`src/rtl/spir_pkg.sv`:
```
package spir_pkg;

  typedef enum logic [1:0] {
    ST_IDLE  = 2'd0,
    ST_INSTR = 2'd1,
    ST_DATA  = 2'd2,
    ST_DONE  = 2'd3
  } spir_state_e;

  typedef struct packed {
    logic msb_first;
    logic stream;
    logic addr_up;
    logic four_wire;
  } spir_cfg_t;

endpackage

```
`src/rtl/spir_sync.sv`:
```
module spir_sync #(
  parameter int          W       = 1,
  parameter int          STAGES  = 2,
  parameter logic [W-1:0] RST_VAL = '0
) (
  input  logic         clk,
  input  logic         rst,
  input  logic [W-1:0] d,
  output logic [W-1:0] q
);

  logic [W-1:0] stg [STAGES];

  for (genvar g = 0; g < STAGES; g++) begin : g_stage
    if (g == 0) begin : g_first
      always_ff @(posedge clk) begin
        if (rst) stg[g] <= RST_VAL;
        else     stg[g] <= d;
      end
    end else begin : g_rest
      always_ff @(posedge clk) begin
        if (rst) stg[g] <= RST_VAL;
        else     stg[g] <= stg[g-1];
      end
    end
  end

  assign q = stg[STAGES-1];

endmodule

```
`src/rtl/spir_shreg.sv`:
```
module spir_shreg #(
  parameter int W = 8
) (
  input  logic         clk,
  input  logic         rst,
  input  logic         clr,
  input  logic         en,
  input  logic         din,
  input  logic         msb_first,
  output logic [W-1:0] q
);

  always_ff @(posedge clk) begin
    if (rst || clr) begin
      q <= '0;
    end else if (en) begin
      if (msb_first) q <= {q[W-2:0], din};
      else           q <= {din, q[W-1:1]};
    end
  end

endmodule

```
`src/rtl/spir_ctrl.sv`:
```
module spir_ctrl
  import spir_pkg::*;
#(
  parameter int ADDR_W = 15,
  parameter int DATA_W = 8,
  localparam int INSTR_W = ADDR_W + 1,
  localparam int CNT_W   = $clog2(INSTR_W),
  localparam int IDX_W   = $clog2(DATA_W)
) (
  input  logic              clk,
  input  logic              rst,
  input  logic              csb_s,
  input  logic              sclk_s,
  input  logic              sdio_s,
  input  spir_cfg_t         cfg_in,
  input  logic [DATA_W-1:0] rf_rdata,
  output logic [ADDR_W-1:0] rf_addr,
  output logic [DATA_W-1:0] rf_wdata,
  output logic              rf_we,
  output logic [DATA_W-1:0] tx_byte,
  output logic              rd_phase,
  output logic [IDX_W-1:0]  bit_idx,
  output logic              fall_evt,
  output logic              active,
  output spir_cfg_t         cfg_q
);

  localparam logic [ADDR_W-1:0] ADDR_ONE = ADDR_W'(1);
  localparam logic [CNT_W-1:0]  LAST_INS = CNT_W'(INSTR_W - 1);
  localparam logic [CNT_W-1:0]  LAST_BIT = CNT_W'(DATA_W - 1);

  spir_state_e       state;
  logic              sclk_d, csb_d;
  logic              rise_evt, start_evt;
  logic [CNT_W-1:0]  bit_cnt;
  logic              is_rd;
  logic              instr_done, byte_done, step_pend;
  logic [1:0]        fetch_pend;
  logic [ADDR_W-1:0] addr_q;
  logic [DATA_W-1:0] wdata_q, tx_q;
  logic              we_q;
  logic [INSTR_W-1:0] ins_word;
  logic [DATA_W-1:0] rx_byte;

  function automatic logic [ADDR_W-1:0] step_addr(input logic [ADDR_W-1:0] a,
                                                  input logic up);
    return up ? (a + ADDR_ONE) : (a - ADDR_ONE);
  endfunction

  // edge detection on synchronized pins
  always_ff @(posedge clk) begin
    if (rst) begin
      sclk_d <= 1'b0;
      csb_d  <= 1'b1;
    end else begin
      sclk_d <= sclk_s;
      csb_d  <= csb_s;
    end
  end

  assign active    = ~csb_s;
  assign start_evt = ~csb_s & csb_d;
  assign rise_evt  = active & sclk_s & ~sclk_d;
  assign fall_evt  = active & ~sclk_s & sclk_d;

  spir_shreg #(.W(INSTR_W)) u_ins (
    .clk       (clk),
    .rst       (rst),
    .clr       (start_evt),
    .en        (rise_evt && (state == ST_INSTR) && !start_evt),
    .din       (sdio_s),
    .msb_first (cfg_q.msb_first),
    .q         (ins_word)
  );

  spir_shreg #(.W(DATA_W)) u_dat (
    .clk       (clk),
    .rst       (rst),
    .clr       (start_evt),
    .en        (rise_evt && (state == ST_DATA)),
    .din       (sdio_s),
    .msb_first (cfg_q.msb_first),
    .q         (rx_byte)
  );

  always_ff @(posedge clk) begin
    if (rst) begin
      state      <= ST_IDLE;
      bit_cnt    <= '0;
      is_rd      <= 1'b0;
      instr_done <= 1'b0;
      byte_done  <= 1'b0;
      step_pend  <= 1'b0;
      fetch_pend <= '0;
      addr_q     <= '0;
      wdata_q    <= '0;
      tx_q       <= '0;
      we_q       <= 1'b0;
      cfg_q      <= '{msb_first: 1'b1, stream: 1'b1, addr_up: 1'b1, four_wire: 1'b1};
    end else begin
      we_q       <= 1'b0;
      fetch_pend <= {fetch_pend[0], 1'b0};
      if (fetch_pend[1]) tx_q <= rf_rdata;

      // completed instruction: decode address and direction
      if (instr_done) begin
        instr_done <= 1'b0;
        addr_q     <= ins_word[ADDR_W-1:0];
        is_rd      <= ins_word[INSTR_W-1];
        if (ins_word[INSTR_W-1]) fetch_pend[0] <= 1'b1;
      end

      // completed data byte: write it, or prefetch the next read byte
      if (byte_done) begin
        byte_done <= 1'b0;
        if (!is_rd) begin
          we_q      <= 1'b1;
          wdata_q   <= rx_byte;
          step_pend <= 1'b1;
        end else if (cfg_q.stream) begin
          addr_q        <= step_addr(addr_q, cfg_q.addr_up);
          fetch_pend[0] <= 1'b1;
        end
      end

      if (step_pend) begin
        step_pend <= 1'b0;
        addr_q    <= step_addr(addr_q, cfg_q.addr_up);
      end

      if (!active) begin
        state   <= ST_IDLE;
        bit_cnt <= '0;
      end else if (start_evt) begin
        cfg_q   <= cfg_in;
        state   <= ST_INSTR;
        bit_cnt <= '0;
      end else begin
        case (state)
          ST_INSTR: if (rise_evt) begin
            if (bit_cnt == LAST_INS) begin
              state      <= ST_DATA;
              bit_cnt    <= '0;
              instr_done <= 1'b1;
            end else begin
              bit_cnt <= bit_cnt + CNT_W'(1);
            end
          end
          ST_DATA: if (rise_evt) begin
            if (bit_cnt == LAST_BIT) begin
              bit_cnt   <= '0;
              byte_done <= 1'b1;
              if (!cfg_q.stream) state <= ST_DONE;
            end else begin
              bit_cnt <= bit_cnt + CNT_W'(1);
            end
          end
          default: ;
        endcase
      end
    end
  end

  assign rf_addr  = addr_q;
  assign rf_wdata = wdata_q;
  assign rf_we    = we_q;
  assign tx_byte  = tx_q;
  assign rd_phase = (state == ST_DATA) && is_rd;
  assign bit_idx  = bit_cnt[IDX_W-1:0];

  // checker state: writes seen in the current frame
  logic [1:0]        we_in_frame;
  logic [ADDR_W-1:0] last_we_addr;
  always_ff @(posedge clk) begin
    if (rst || start_evt) begin
      we_in_frame  <= '0;
      last_we_addr <= '0;
    end else if (we_q) begin
      if (we_in_frame != 2'd3) we_in_frame <= we_in_frame + 2'd1;
      last_we_addr <= addr_q;
    end
  end

  AST_WE_PULSE: assert property (@(posedge clk) disable iff (rst)
    rf_we |=> !rf_we);
  AST_ONE_WRITE: assert property (@(posedge clk) disable iff (rst)
    (rf_we && !cfg_q.stream) |-> (we_in_frame == 2'd0));
  AST_STREAM_STEP: assert property (@(posedge clk) disable iff (rst)
    (rf_we && (we_in_frame != 2'd0)) |->
      (rf_addr == step_addr(last_we_addr, cfg_q.addr_up)));
  AST_CFG_HOLD: assert property (@(posedge clk) disable iff (rst)
    !start_evt |=> $stable(cfg_q));

endmodule

```
`src/rtl/spir_tx.sv`:
```
module spir_tx #(
  parameter int DATA_W = 8,
  localparam int IDX_W = $clog2(DATA_W)
) (
  input  logic              clk,
  input  logic              rst,
  input  logic              active,
  input  logic              rd_phase,
  input  logic              fall_evt,
  input  logic [IDX_W-1:0]  bit_idx,
  input  logic [DATA_W-1:0] tx_byte,
  input  logic              msb_first,
  input  logic              four_wire,
  output logic              sdo,
  output logic              sdo_oe,
  output logic              sdio_o,
  output logic              sdio_oe
);

  localparam logic [IDX_W-1:0] TOP_IDX = IDX_W'(DATA_W - 1);

  logic out_bit;
  logic pick;

  assign pick = msb_first ? tx_byte[TOP_IDX - bit_idx] : tx_byte[bit_idx];

  always_ff @(posedge clk) begin
    if (rst) begin
      out_bit <= 1'b0;
      sdo_oe  <= 1'b0;
      sdio_oe <= 1'b0;
    end else if (!active || !rd_phase) begin
      sdo_oe  <= 1'b0;
      sdio_oe <= 1'b0;
    end else if (fall_evt) begin
      out_bit <= pick;
      sdo_oe  <= four_wire;
      sdio_oe <= ~four_wire;
    end
  end

  assign sdo    = out_bit;
  assign sdio_o = out_bit;

  AST_OE_EXCL: assert property (@(posedge clk) disable iff (rst)
    !(sdo_oe && sdio_oe));
  AST_OE_FRAME: assert property (@(posedge clk) disable iff (rst)
    (sdo_oe || sdio_oe) |-> $past(active));
  AST_OUT_ON_FALL: assert property (@(posedge clk) disable iff (rst)
    !fall_evt |=> $stable(out_bit));

endmodule

```
`src/rtl/spir_target.sv`:
```
module spir_target
  import spir_pkg::*;
#(
  parameter int ADDR_W      = 15,
  parameter int DATA_W      = 8,
  parameter int SYNC_STAGES = 2,
  localparam int IDX_W      = $clog2(DATA_W)
) (
  input  logic              clk,
  input  logic              rst,
  input  logic              cfg_msb_first,
  input  logic              cfg_stream,
  input  logic              cfg_addr_up,
  input  logic              cfg_four_wire,
  input  logic              spi_sclk,
  input  logic              spi_csn,
  input  logic              spi_sdio_i,
  output logic              spi_sdio_o,
  output logic              spi_sdio_oe,
  output logic              spi_sdo,
  output logic              spi_sdo_oe,
  output logic [ADDR_W-1:0] rf_addr,
  output logic [DATA_W-1:0] rf_wdata,
  output logic              rf_we,
  input  logic [DATA_W-1:0] rf_rdata
);

  logic [2:0]       pins_s;
  spir_cfg_t        cfg_in, cfg_q;
  logic [DATA_W-1:0] tx_byte;
  logic             rd_phase, fall_evt, active;
  logic [IDX_W-1:0] bit_idx;

  assign cfg_in = '{msb_first: cfg_msb_first, stream: cfg_stream,
                    addr_up: cfg_addr_up, four_wire: cfg_four_wire};

  spir_sync #(.W(3), .STAGES(SYNC_STAGES), .RST_VAL(3'b010)) u_sync (
    .clk (clk),
    .rst (rst),
    .d   ({spi_sclk, spi_csn, spi_sdio_i}),
    .q   (pins_s)
  );

  spir_ctrl #(.ADDR_W(ADDR_W), .DATA_W(DATA_W)) u_ctrl (
    .clk      (clk),
    .rst      (rst),
    .csb_s    (pins_s[1]),
    .sclk_s   (pins_s[2]),
    .sdio_s   (pins_s[0]),
    .cfg_in   (cfg_in),
    .rf_rdata (rf_rdata),
    .rf_addr  (rf_addr),
    .rf_wdata (rf_wdata),
    .rf_we    (rf_we),
    .tx_byte  (tx_byte),
    .rd_phase (rd_phase),
    .bit_idx  (bit_idx),
    .fall_evt (fall_evt),
    .active   (active),
    .cfg_q    (cfg_q)
  );

  spir_tx #(.DATA_W(DATA_W)) u_tx (
    .clk       (clk),
    .rst       (rst),
    .active    (active),
    .rd_phase  (rd_phase),
    .fall_evt  (fall_evt),
    .bit_idx   (bit_idx),
    .tx_byte   (tx_byte),
    .msb_first (cfg_q.msb_first),
    .four_wire (cfg_q.four_wire),
    .sdo       (spi_sdo),
    .sdo_oe    (spi_sdo_oe),
    .sdio_o    (spi_sdio_o),
    .sdio_oe   (spi_sdio_oe)
  );

  AST_RST_QUIET: assert property (@(posedge clk)
    $past(rst) |-> (!spi_sdo_oe && !spi_sdio_oe && !rf_we));

endmodule

```
`config.mk`:
```
export PLATFORM = sky130hd
export DESIGN_NAME = spir_target
export DESIGN_NICKNAME = d
export VERILOG_FILES = /design/src/rtl/spir_pkg.sv /design/src/rtl/spir_sync.sv /design/src/rtl/spir_shreg.sv /design/src/rtl/spir_ctrl.sv /design/src/rtl/spir_tx.sv /design/src/rtl/spir_target.sv
export SDC_FILE = /design/constraint.sdc
export NUM_CORES = 1
export LEC_CHECK = 0
export CORE_MARGIN = 2
export CORE_UTILIZATION = 49
export DETAILED_ROUTE_END_ITERATION = 6
export HOLD_SLACK_MARGIN = 0.08
export PLACE_DENSITY = 0.71
export SKIP_LAST_GASP = 1
export SYNTH_ARGS = -nofsm -noshare
export SYNTH_HDL_FRONTEND = slang
export SYNTH_HIERARCHICAL = 1
export SYNTH_SLANG_ARGS = --single-unit
```
`constraint.sdc`:
```
create_clock -name clk -period 2.9 [get_ports clk]
set_input_delay 0.58 -clock clk [delete_from_list [all_inputs] [get_ports clk]]
set_output_delay 0.58 -clock clk [all_outputs]
set_load 0.01 [all_outputs]
```
# After elaboration in Yosys (flattened, before gate mapping)
# Memory sizes are Yosys's and may differ from the RTL's.
# Index checks and enable logic that the tools add are counted.
[op_classes]
addsub = 4
order_cmp = 2
n_eq_ne = 14
muxes = 39
n_bitwise = 16
n_reduce_logical = 22
[op_table]
columns = ["operator", "n"]
rows = [
  ["15-bit two-way mux", 6],
  ["1-bit two-way mux", 16],
  ["16-bit two-way mux", 1],
  ["4-bit two-way mux", 4],
  ["15-bit by 1-bit adder with 15-bit output, second input constant", 1],
  ["15-bit by 1-bit subtractor with 15-bit output, second input constant", 1],
  ["6-bit AND reduction", 2],
  ["2-bit two-way mux", 5],
  ["5-bit OR reduction", 2],
  ["1-bit inverter", 9],
  ["3-bit by 4-bit less-than comparator with 1-bit output, second input constant", 2],
  ["8-bit two-way mux", 1],
  ["4-bit one-hot mux with 2 select lines", 1],
  ["1-bit binary-select mux with 3-bit select", 2],
  ["3-bit two-way mux", 2],
  ["2-bit inequality test, second input constant", 3],
  ["3-bit by 1-bit inequality test with 1-bit output, second input constant", 2],
  ["3-bit by 2-bit inequality test with 1-bit output, second input constant", 2],
  ["2-bit AND reduction", 3],
  ["2-bit OR reduction", 3],
  ["1-bit bitwise AND", 5],
  ["4-bit by 1-bit adder with 4-bit output, second input constant", 1],
  ["4-bit by 3-bit == test with 1-bit output, second input constant", 1],
  ["4-bit == test, second input constant", 1],
  ["other kinds (14)", 21],
]
[totals]
reg_bits = 77
ramBits = 6
in_bits = 17
output_inout_bits = 28
word_cells = 121
mem_count = 1
[mem_list]
columns = ["memory", "depth", "width", "read_ports", "rd_ports_with_merged_regs", "write_ports", "line_no", "rtl"]
rows = [
  ["u_sync.stg", 2, 3, 2, 0, 2, "spir_sync.sv:12", "logic [W-1:0] stg [STAGES];"],
]

# Depth between registers and ports, before layout
# Gate-level depths: netlist of the first run.
# An unclocked memory read counts as a cell.
[depth]
ltp_word = 7
ltp_mapped = 8
mapped_depth_nobuf = 8

# Cells and area by module
# Netlist of the first run, hierarchy kept.
[modules_own_cells]
columns = ["module", "instances", "cells_each", "area_per_inst_um2"]
rows = [
  ["spir_ctrl", 1, 300, 2620.0],
  ["spir_shreg (u_ctrl.u_ins)", 1, 72, 733.2],
  ["spir_shreg (u_ctrl.u_dat)", 1, 37, 382.9],
  ["spir_tx", 1, 20, 265.3],
  ["spir_sync", 1, 12, 157.7],
]

# Least setup slack after synthesis of the first run
# No wires, ideal clock.
[synth_timing]
path_type = "reg2reg"
startpoint = "register, netlist name u_ctrl/cfg_q[1]"
endpoint = "register u_ctrl.addr_q[9], in the netlist u_ctrl/rf_addr[9]"
arrival_time_ns = 2.169
path_slack_ns = 0.627
path_stages_with_launch = 9
synth_period_minus_slack_ns = 2.273
cell_sequence = "dfxtp_1 inv_1 ha_1 a21o_1 or3_1 o21ai_2 o21ai_2 and3_4 a2111oi_2"
[synth_via]
elab_chain_len = 5
[synth_lines]
columns = ["item", "line_no", "rtl"]
rows = [
  ["15-bit two-way mux (*)", "spir_ctrl.sv:47", "return up ? (a + ADDR_ONE) : (a - ADDR_ONE);"],
  ["15-bit two-way mux", "spir_ctrl.sv:120", "end else if (cfg_q.stream) begin"],
  ["15-bit two-way mux", "spir_ctrl.sv:116", "if (!is_rd) begin"],
  ["15-bit two-way mux", "spir_ctrl.sv:114", "if (byte_done) begin"],
  ["15-bit two-way mux (*)", "spir_ctrl.sv:126", "if (step_pend) begin"],
  ["end signal, assigned", "spir_ctrl.sv:108", "addr_q <= ins_word[ADDR_W-1:0];"],
  ["end signal, assigned", "spir_ctrl.sv:121", "addr_q <= step_addr(addr_q, cfg_q.addr_up);"],
  ["end signal, assigned", "spir_ctrl.sv:128", "addr_q <= step_addr(addr_q, cfg_q.addr_up);"],
  ["end, declared", "spir_ctrl.sv:39", "logic [ADDR_W-1:0] addr_q;"],
]
# Mark *: on every way between the ends. The rest lies on a longest branch, timed or not.
# A chain may end at the register's enable or synchronous reset.

# Worst setup path in the final report of the first run
[layout_timing]
startpoint = "register, netlist name u_ctrl/cfg_q[1]"
endpoint = "register u_ctrl.addr_q[9], in the netlist u_ctrl/rf_addr[9]"
[layout_via]
elab_chain_len = 5
[layout_lines]
columns = ["item", "line_no"]
rows = [
  ["15-bit two-way mux (*)", "spir_ctrl.sv:47"],
  ["15-bit two-way mux", "spir_ctrl.sv:120"],
  ["15-bit two-way mux", "spir_ctrl.sv:116"],
  ["15-bit two-way mux", "spir_ctrl.sv:114"],
  ["15-bit two-way mux (*)", "spir_ctrl.sv:126"],
]
# Marks and branches as above.

==> results of run 1 <==
[worst max-delay path, stage by stage (launching register included)]
cell and delay (ns):
dfxtp_1 0.35, inv_1 0.35, ha_1 0.38, a21o_1 0.22
or3_1 0.32, o21ai_2 0.22, o21ai_2 0.08, and3_4 0.18
a2111oi_2 0.31
[final cells by class]
type | instances | area (µm²)
clock buffer | 11 | 141
clock inverter | 5 | 60.1
fill | 709 | 3420
inverter | 10 | 37.5
multi-input combinational | 319 | 2280
sequential | 83 | 1660
tap | 105 | 131
timing repair buffer | 51 | 488
[registers in the layout, summed over array words and instances, names as in the netlist, 2 cells and up]
name and flops:
u_ctrl/u_dat/q 8, u_ctrl/tx_byte 8, u_ctrl/rf_addr 15, u_ctrl/state 2, u_ctrl/cfg_q 4, u_sync/stg 6
u_ctrl/bit_cnt 4, u_ctrl/rf_wdata 8, u_ctrl/u_ins/q 16, u_ctrl/fetch_pend 2
[per-layer routing]
metal	track usage	vias to the layer above
met5	0	-
met4	0.0595	0
met3	0.0407	8
met2	0.311	80
met1	0.261	1515
li1	-	1660
[power breakdown]
part | switching [mW] | internal [mW] | leakage [nW]
registers | 0.00607 | 1.15 | 0.670
logic | 0.0544 | 0.0479 | 1.01
clock network | 0.419 | 0.425 | 0.0999
total | 0.480 | 1.62 | 1.78
[cell families after synthesis]
logic type / after synthesis / share of synthesized area
compound gates: 100 / 0.172
xor+xnor: 12 / 0.0253
fa+ha+maj: 15 / 0.0469
buf+inv: 39 / 0.0539
flops: 83 / 0.400
mux: 52 / 0.141
simple gates: 140 / 0.161
[cells in the mapped netlist (all sizes together), types with 5 or more instances]
master,number,share of area
a211oi,43,0.080
xnor2,9,0.019
o31ai,5,0.010
or2,6,0.0090
dfxtp,83,0.40
ha,14,0.042
inv,10,0.0090
nand2,25,0.023
clkbuf,10,0.0090
nor2,56,0.051
o21ai,10,0.014
or3,5,0.0075
nand2b,7,0.011
buf,19,0.036
nand3,8,0.0096
nor2b,15,0.023
mux2i,47,0.11
a21oi,20,0.024
[how the worst max path moves through the flow]
stage / depth (start not counted) / to / from / slack (ns)
floorplan: 8 / u_ctrl/rf_addr[9] / u_ctrl/cfg_q[1] / 0.63
global placement: 8 / u_ctrl/rf_addr[9] / u_ctrl/cfg_q[1] / 0.45
detailed placement: 8 / u_ctrl/rf_addr[9] / u_ctrl/cfg_q[1] / 0.42
CTS: 8 / u_ctrl/rf_addr[9] / u_ctrl/cfg_q[1] / 0.39
global route: 8 / u_ctrl/rf_addr[12] / u_ctrl/cfg_q[1] / 0.13
finish: 8 / u_ctrl/rf_addr[9] / u_ctrl/cfg_q[1] / 0.38
[metrics by stage]
stage	instances	power, mW	worst slack, ns	utilization	hold WS (ns)
after detailed placement	568	1.28	0.415	0.559	0.402
after global routing	584	2.17	0.134	0.584	0.445
after CTS	584	2.12	0.387	0.584	0.426
after floorplan	441	1.25	0.627	-	0.385
after global placement	568	1.28	0.455	0.559	0.402
final	584	2.10	0.385	0.584	0.426
==> impl_metrics.csv, run 1 <==
group,metric,value,unit
status,status,"complete, no violations",
yosys,synth_edf_count,0,
clock_network,insertion_delay,0.34,ns
yosys,synth_area,4160,µm²
critical_path,startpoint_type,"register",
clock_network,clock_path_buffers,2,
floorplan,std_cell_rows,33,
route,met1_length,4120,µm
placed_design,placed_cell_area,4600,µm²
job,drv_cap,0,
critical_path,r2r_end,"u_ctrl/rf_addr[9]",
route,met2_length,3810,µm
power,p_leak,1.78,nW
timing,fmax,0.398,GHz
hold_path,worstHoldStart,"u_sync/stg[0][1]",
global_routing,grt_start_max_net_pins,38,
clock_network,cts-root-buf,"clkbuf_8",
route,wl,8410,µm
cells_and_area,drive_above_1_share,0.0731,
cells_and_area,synthToLayoutAreaGrowth,15.4,%
timing,timing.max_slew.rel_slack,0.556,
cells_and_area,layout_common_cells,"dfxtp_1 (83), nor2_1 (56), mux2i_1 (47), clkdlybuf4s50_1 (43), a211oi_1 (41)",
critical_path,rrSetupSlack,0.38,ns
timing,period_minus_slack,2.52,ns
critical_path,critical_path_class,"register to register",
critical_path,timing.rr.start,"u_ctrl/cfg_q[1]",
placed_design,gp_congestion,0.907,
clock_network,cts_resized,0,
route,routed.top_layer,"met4",
floorplan,die_y,96.1,µm
cells_and_area,diodes,0,
floorplan,start_util,0.506,
yosys,ys.flop_type,"dfxtp_1",
floorplan,core,8220,µm²
power,p_per_area,438,nW/µm²
hold_path,hold_end,"u_sync/stg[1][1]",
power,ir_drop,0.000305,V
yosys,ys_seq_elements,83,
timing,period_share,0.867,
timing,finalSetupTns,0,ns
clock_network,ctsHoldBuffers,0,
route,vias_per_cell,5.59,
clock_network,path_clk_slew,0.09,ns
critical_path,cp-end-kind,"register",
route,num_vias,3263,
route,drt_iter0_drc,199,
global_routing,grt_pass1_vias,3073,
route,drc,0,
yosys,synth_area_per_cell,9.43,µm²
clock_network,cts_buffers,9,
floorplan,dieArea,9240,µm²
hold_path,min_delay_path_depth,1,
placed_design,dpl.hpwl,5980,µm
cells_and_area,final_common_cell,"dfxtp_1",
global_routing,grt_pass1_wl,14200,µm
cells_and_area,nets,506,
global_routing,grt_overflow,0,
yosys,seq_area_frac_synth,0.400,
timing,hold_violations,0,
timing,finalSetupViolCount,0,
yosys,synth_cells,441,
floorplan,die_w,96.1,µm
timing,slew_violations,0,
clock_network,cts_setup_buffers,0,
yosys,synth_cell_type_count,51,
critical_path,required,3.15,ns
clock_network,clock-sinks,83,
critical_path,cp_max_fo,14,
hold_path,hold_class,"register to register",
yosys,yosys_warnings,6,
clock_network,cts_tree,"built",
route,dr_wl_met3,413,µm
critical_path,reg2reg_depth,8,
global_routing,antenna_found_initial,0,
yosys,syn_nets,473,
clock_network,htree_levels,3,
timing,skew,0.0127,ns
route,wl_per_cell,14.4,µm
global_routing,grt_use_total,0.194,
route,ant_nets,0,
floorplan,io_pins,45,
timing,worstMarginPinSlew,0.665,ns
route,first_pass_iters,4,
critical_path,crit_arrival,2.77,ns
cells_and_area,final_area,4800,µm²
timing,rsz0062_at_grt,"false",
yosys,async_reset_ff_frac,0,
placed_design,portBuffers,44,
No activity file was read; power rests on OpenSTA's default activity.
==> inputs of run 2 (changes only) <==
--- a/config.mk
+++ b/config.mk
@@ -7,9 +7,11 @@
 export LEC_CHECK = 0
 export CORE_MARGIN = 2
 export CORE_UTILIZATION = 49
+export CTS_CLUSTER_SIZE = 24
 export DETAILED_ROUTE_END_ITERATION = 6
+export DONT_BUFFER_PORTS = 1
 export HOLD_SLACK_MARGIN = 0.08
-export PLACE_DENSITY = 0.71
+export PLACE_DENSITY = 0.64
 export SKIP_LAST_GASP = 1
 export SYNTH_ARGS = -nofsm -noshare
 export SYNTH_HDL_FRONTEND = slang
==> run 2 against run 1 <==
  * Non-clock buffer count shrank 45
  * Critical path type unchanged
  * Clock skew grew 0.0015 ns
  * Register-to-register slack lost 0.02 ns
  * Sequential share of layout area grew 3.5 points
  * Count of clock-buffer cells in the layout shrank 1
  * Largest power group unchanged
  * Via count shrank 4.8%
  * Combinational power shrank 31%
  * Final cell count shrank 7.7%
==> impl_metrics.csv, run 2 (synthesized netlist as in run 1, its figures left out) <==
group,metric,value,unit
critical_path,cp-end-kind,"register",
placed_design,dpl.hpwl,5940,µm
clock_network,clock-sinks,83,
power,seq_power_share,0.557,
critical_path,crit_family,"compound AO/OA/AOI/OAI gates",
cells_and_area,final_common_cell,"dfxtp_1",
critical_path,startpoint_type,"register",
hold_path,worstHoldStart,"rst",
critical_path,rrSetupSlack,0.36,ns
cells_and_area,final_area,4360,µm²
clock_network,cts_tree,"built",
clock_network,cts_resized,0,
floorplan,io_pins,45,
critical_path,cp_max_fo,14,
timing,skew,0.0142,ns
status,status,"complete, no violations",
power,p_total,2.07,mW
critical_path,max_stage_delay,0.38,ns
cells_and_area,top_register,"u_ctrl/u_ins/q",
job,drv_cap,0,
placed_design,placed_cell_area,4150,µm²
clock_network,ctsHoldBuffers,0,
timing,period_minus_slack,2.54,ns
cells_and_area,fillers,773,
clock_network,cts-root-buf,"clkbuf_8",
clock_network,insertion_delay,0.35,ns
placed_design,portBuffers,0,
timing,slew_violations,0,
timing,worstMarginPinSlew,1.02,ns
power,combinationalPowerShare,0.034,
clock_network,htree_levels,3,
route,drc,0,
global_routing,grt_pass1_wl,14600,µm
timing,finalSetupViolCount,0,
placed_design,place_ws,0.374,ns
global_routing,grt_use_total,0.203,
timing,hold_violations,0,
cells_and_area,drive_above_1_share,0.0783,
critical_path,cp_num_buf_inv,1,
clock_network,cts_setup_buffers,0,
global_routing,grt_start_max_net_pins,57,
power,p_per_area,475,nW/µm²
critical_path,critical_path_class,"register to register",
clock_network,path_clk_slew,0.08,ns
global_routing,grt_pass1_vias,3059,
hold_path,hold_class,"primary input to register",
global_routing,grt_overflow,0,
timing,rsz0062_at_grt,"false",
floorplan,start_util,0.506,
timing,finalSetupTns,0,ns
route,drt_iter0_drc,128,
timing,fin_ws,0.361,ns
critical_path,crit_start,"u_ctrl/cfg_q[1]",
route,vias_per_cell,5.76,
cells_and_area,largest_reg_flops,16,
timing,period_share,0.875,
critical_path,critical_path.most_common_cell,"o21ai_2",
power,sw_frac_of_total,0.228,
power,p_leak,1.62,nW
global_routing,antenna_found_initial,0,
route,num_vias,3107,
cells_and_area,diodes,0,
cells_and_area,layout_common_cells,"dfxtp_1 (83), nor2_1 (56), mux2i_1 (47), a211oi_1 (41), nand2_1 (25)",
critical_path,cp_cell_sequence,"inv_1 > ha_1 > a21o_1 > or3_1 > o21ai_2 > o21ai_2 > and3_4 > a2111oi_2",
power,p_switching,0.472,mW
floorplan,std_cell_rows,33,
floorplan,core,8220,µm²
cells_and_area,nets,461,
placed_design,gp_congestion,0.802,
critical_path,timing.rr.start,"u_ctrl/cfg_q[1]",
timing,fmax,0.394,GHz
route,wl_per_cell,16.2,µm
cells_and_area,synthToLayoutAreaGrowth,4.75,%
power,ir_drop,0.000267,V
clock_network,clock_path_buffers,2,
clock_network,cts_buffers,9,
floorplan,die_w,96.1,µm
power,p_int,1.60,mW
floorplan,die_y,96.1,µm
route,ant_nets,0,
timing,timing.max_slew.rel_slack,0.319,
route,wl,8740,µm
critical_path,crit_slowest_cell,"inv_1",
floorplan,dieArea,9240,µm²
route,first_pass_iters,5,
critical_path,required,3.15,ns
power,pwr-share-clk,0.409,
critical_path,crit_arrival,2.79,ns
run 2: worst paths after layout:
kind,end,cells past startpoint
max,u_ctrl/rf_addr[9],8
min,u_sync/stg[0][2],1
max reg2reg,u_ctrl/rf_addr[9],8
min reg2reg,u_sync/stg[1][1],1
run 2: power groups by stage:
| stage | combinational (mW) | sequential, mW | clock, mW |
|---|---|---|---|
| detailed placement | 0.0700 | 1.18 | 0 |
| global route | 0.0781 | 1.15 | 0.920 |
| global placement | 0.0684 | 1.18 | 0 |
| CTS | 0.0703 | 1.15 | 0.871 |
| floorplan | 0.0729 | 1.18 | 0 |
| finish | 0.0703 | 1.15 | 0.847 |
run 2: metrics by stage:
step                 util  hold WS (ns)  instances
floorplan               -         0.385        441
global placement    0.506         0.402        523
detailed placement  0.506         0.401        523
CTS                 0.530         0.273        539
global route        0.530         0.265        539
finish              0.530         0.293        539
run 2: routing by layer:
layer | track usage | up-vias | share of wire | wire length, µm
met2 | 0.338 | 57 | 0.46 | 4060
met1 | 0.262 | 1483 | 0.48 | 4220
met3 | 0.0392 | 4 | 0.046 | 403
met4 | 0.0714 | 0 | 0.0064 | 56
li1 | - | 1563 | - | -
met5 | 0 | - | 0 | 0
run 2: worst reg2reg max path, cell delays in order, from the launching register on:
cell	delay (ns)
dfxtp_1	0.35
inv_1	0.38
ha_1	0.38
a21o_1	0.22
or3_1	0.32
o21ai_2	0.23
o21ai_2	0.09
and3_4	0.18
a2111oi_2	0.30
run 2: final cells by class:
cell class,count,area (µm²),share of cell area
Sequential cell,83,1660,0.381
Tap cell,105,131,0.0302
Clock buffer,10,138,0.0316
Multi-Input combinational cell,319,2280,0.523
Clock inverter,6,65.1,0.0149
Timing Repair Buffer,6,45.0,0.0103
Inverter,10,37.5,0.00862
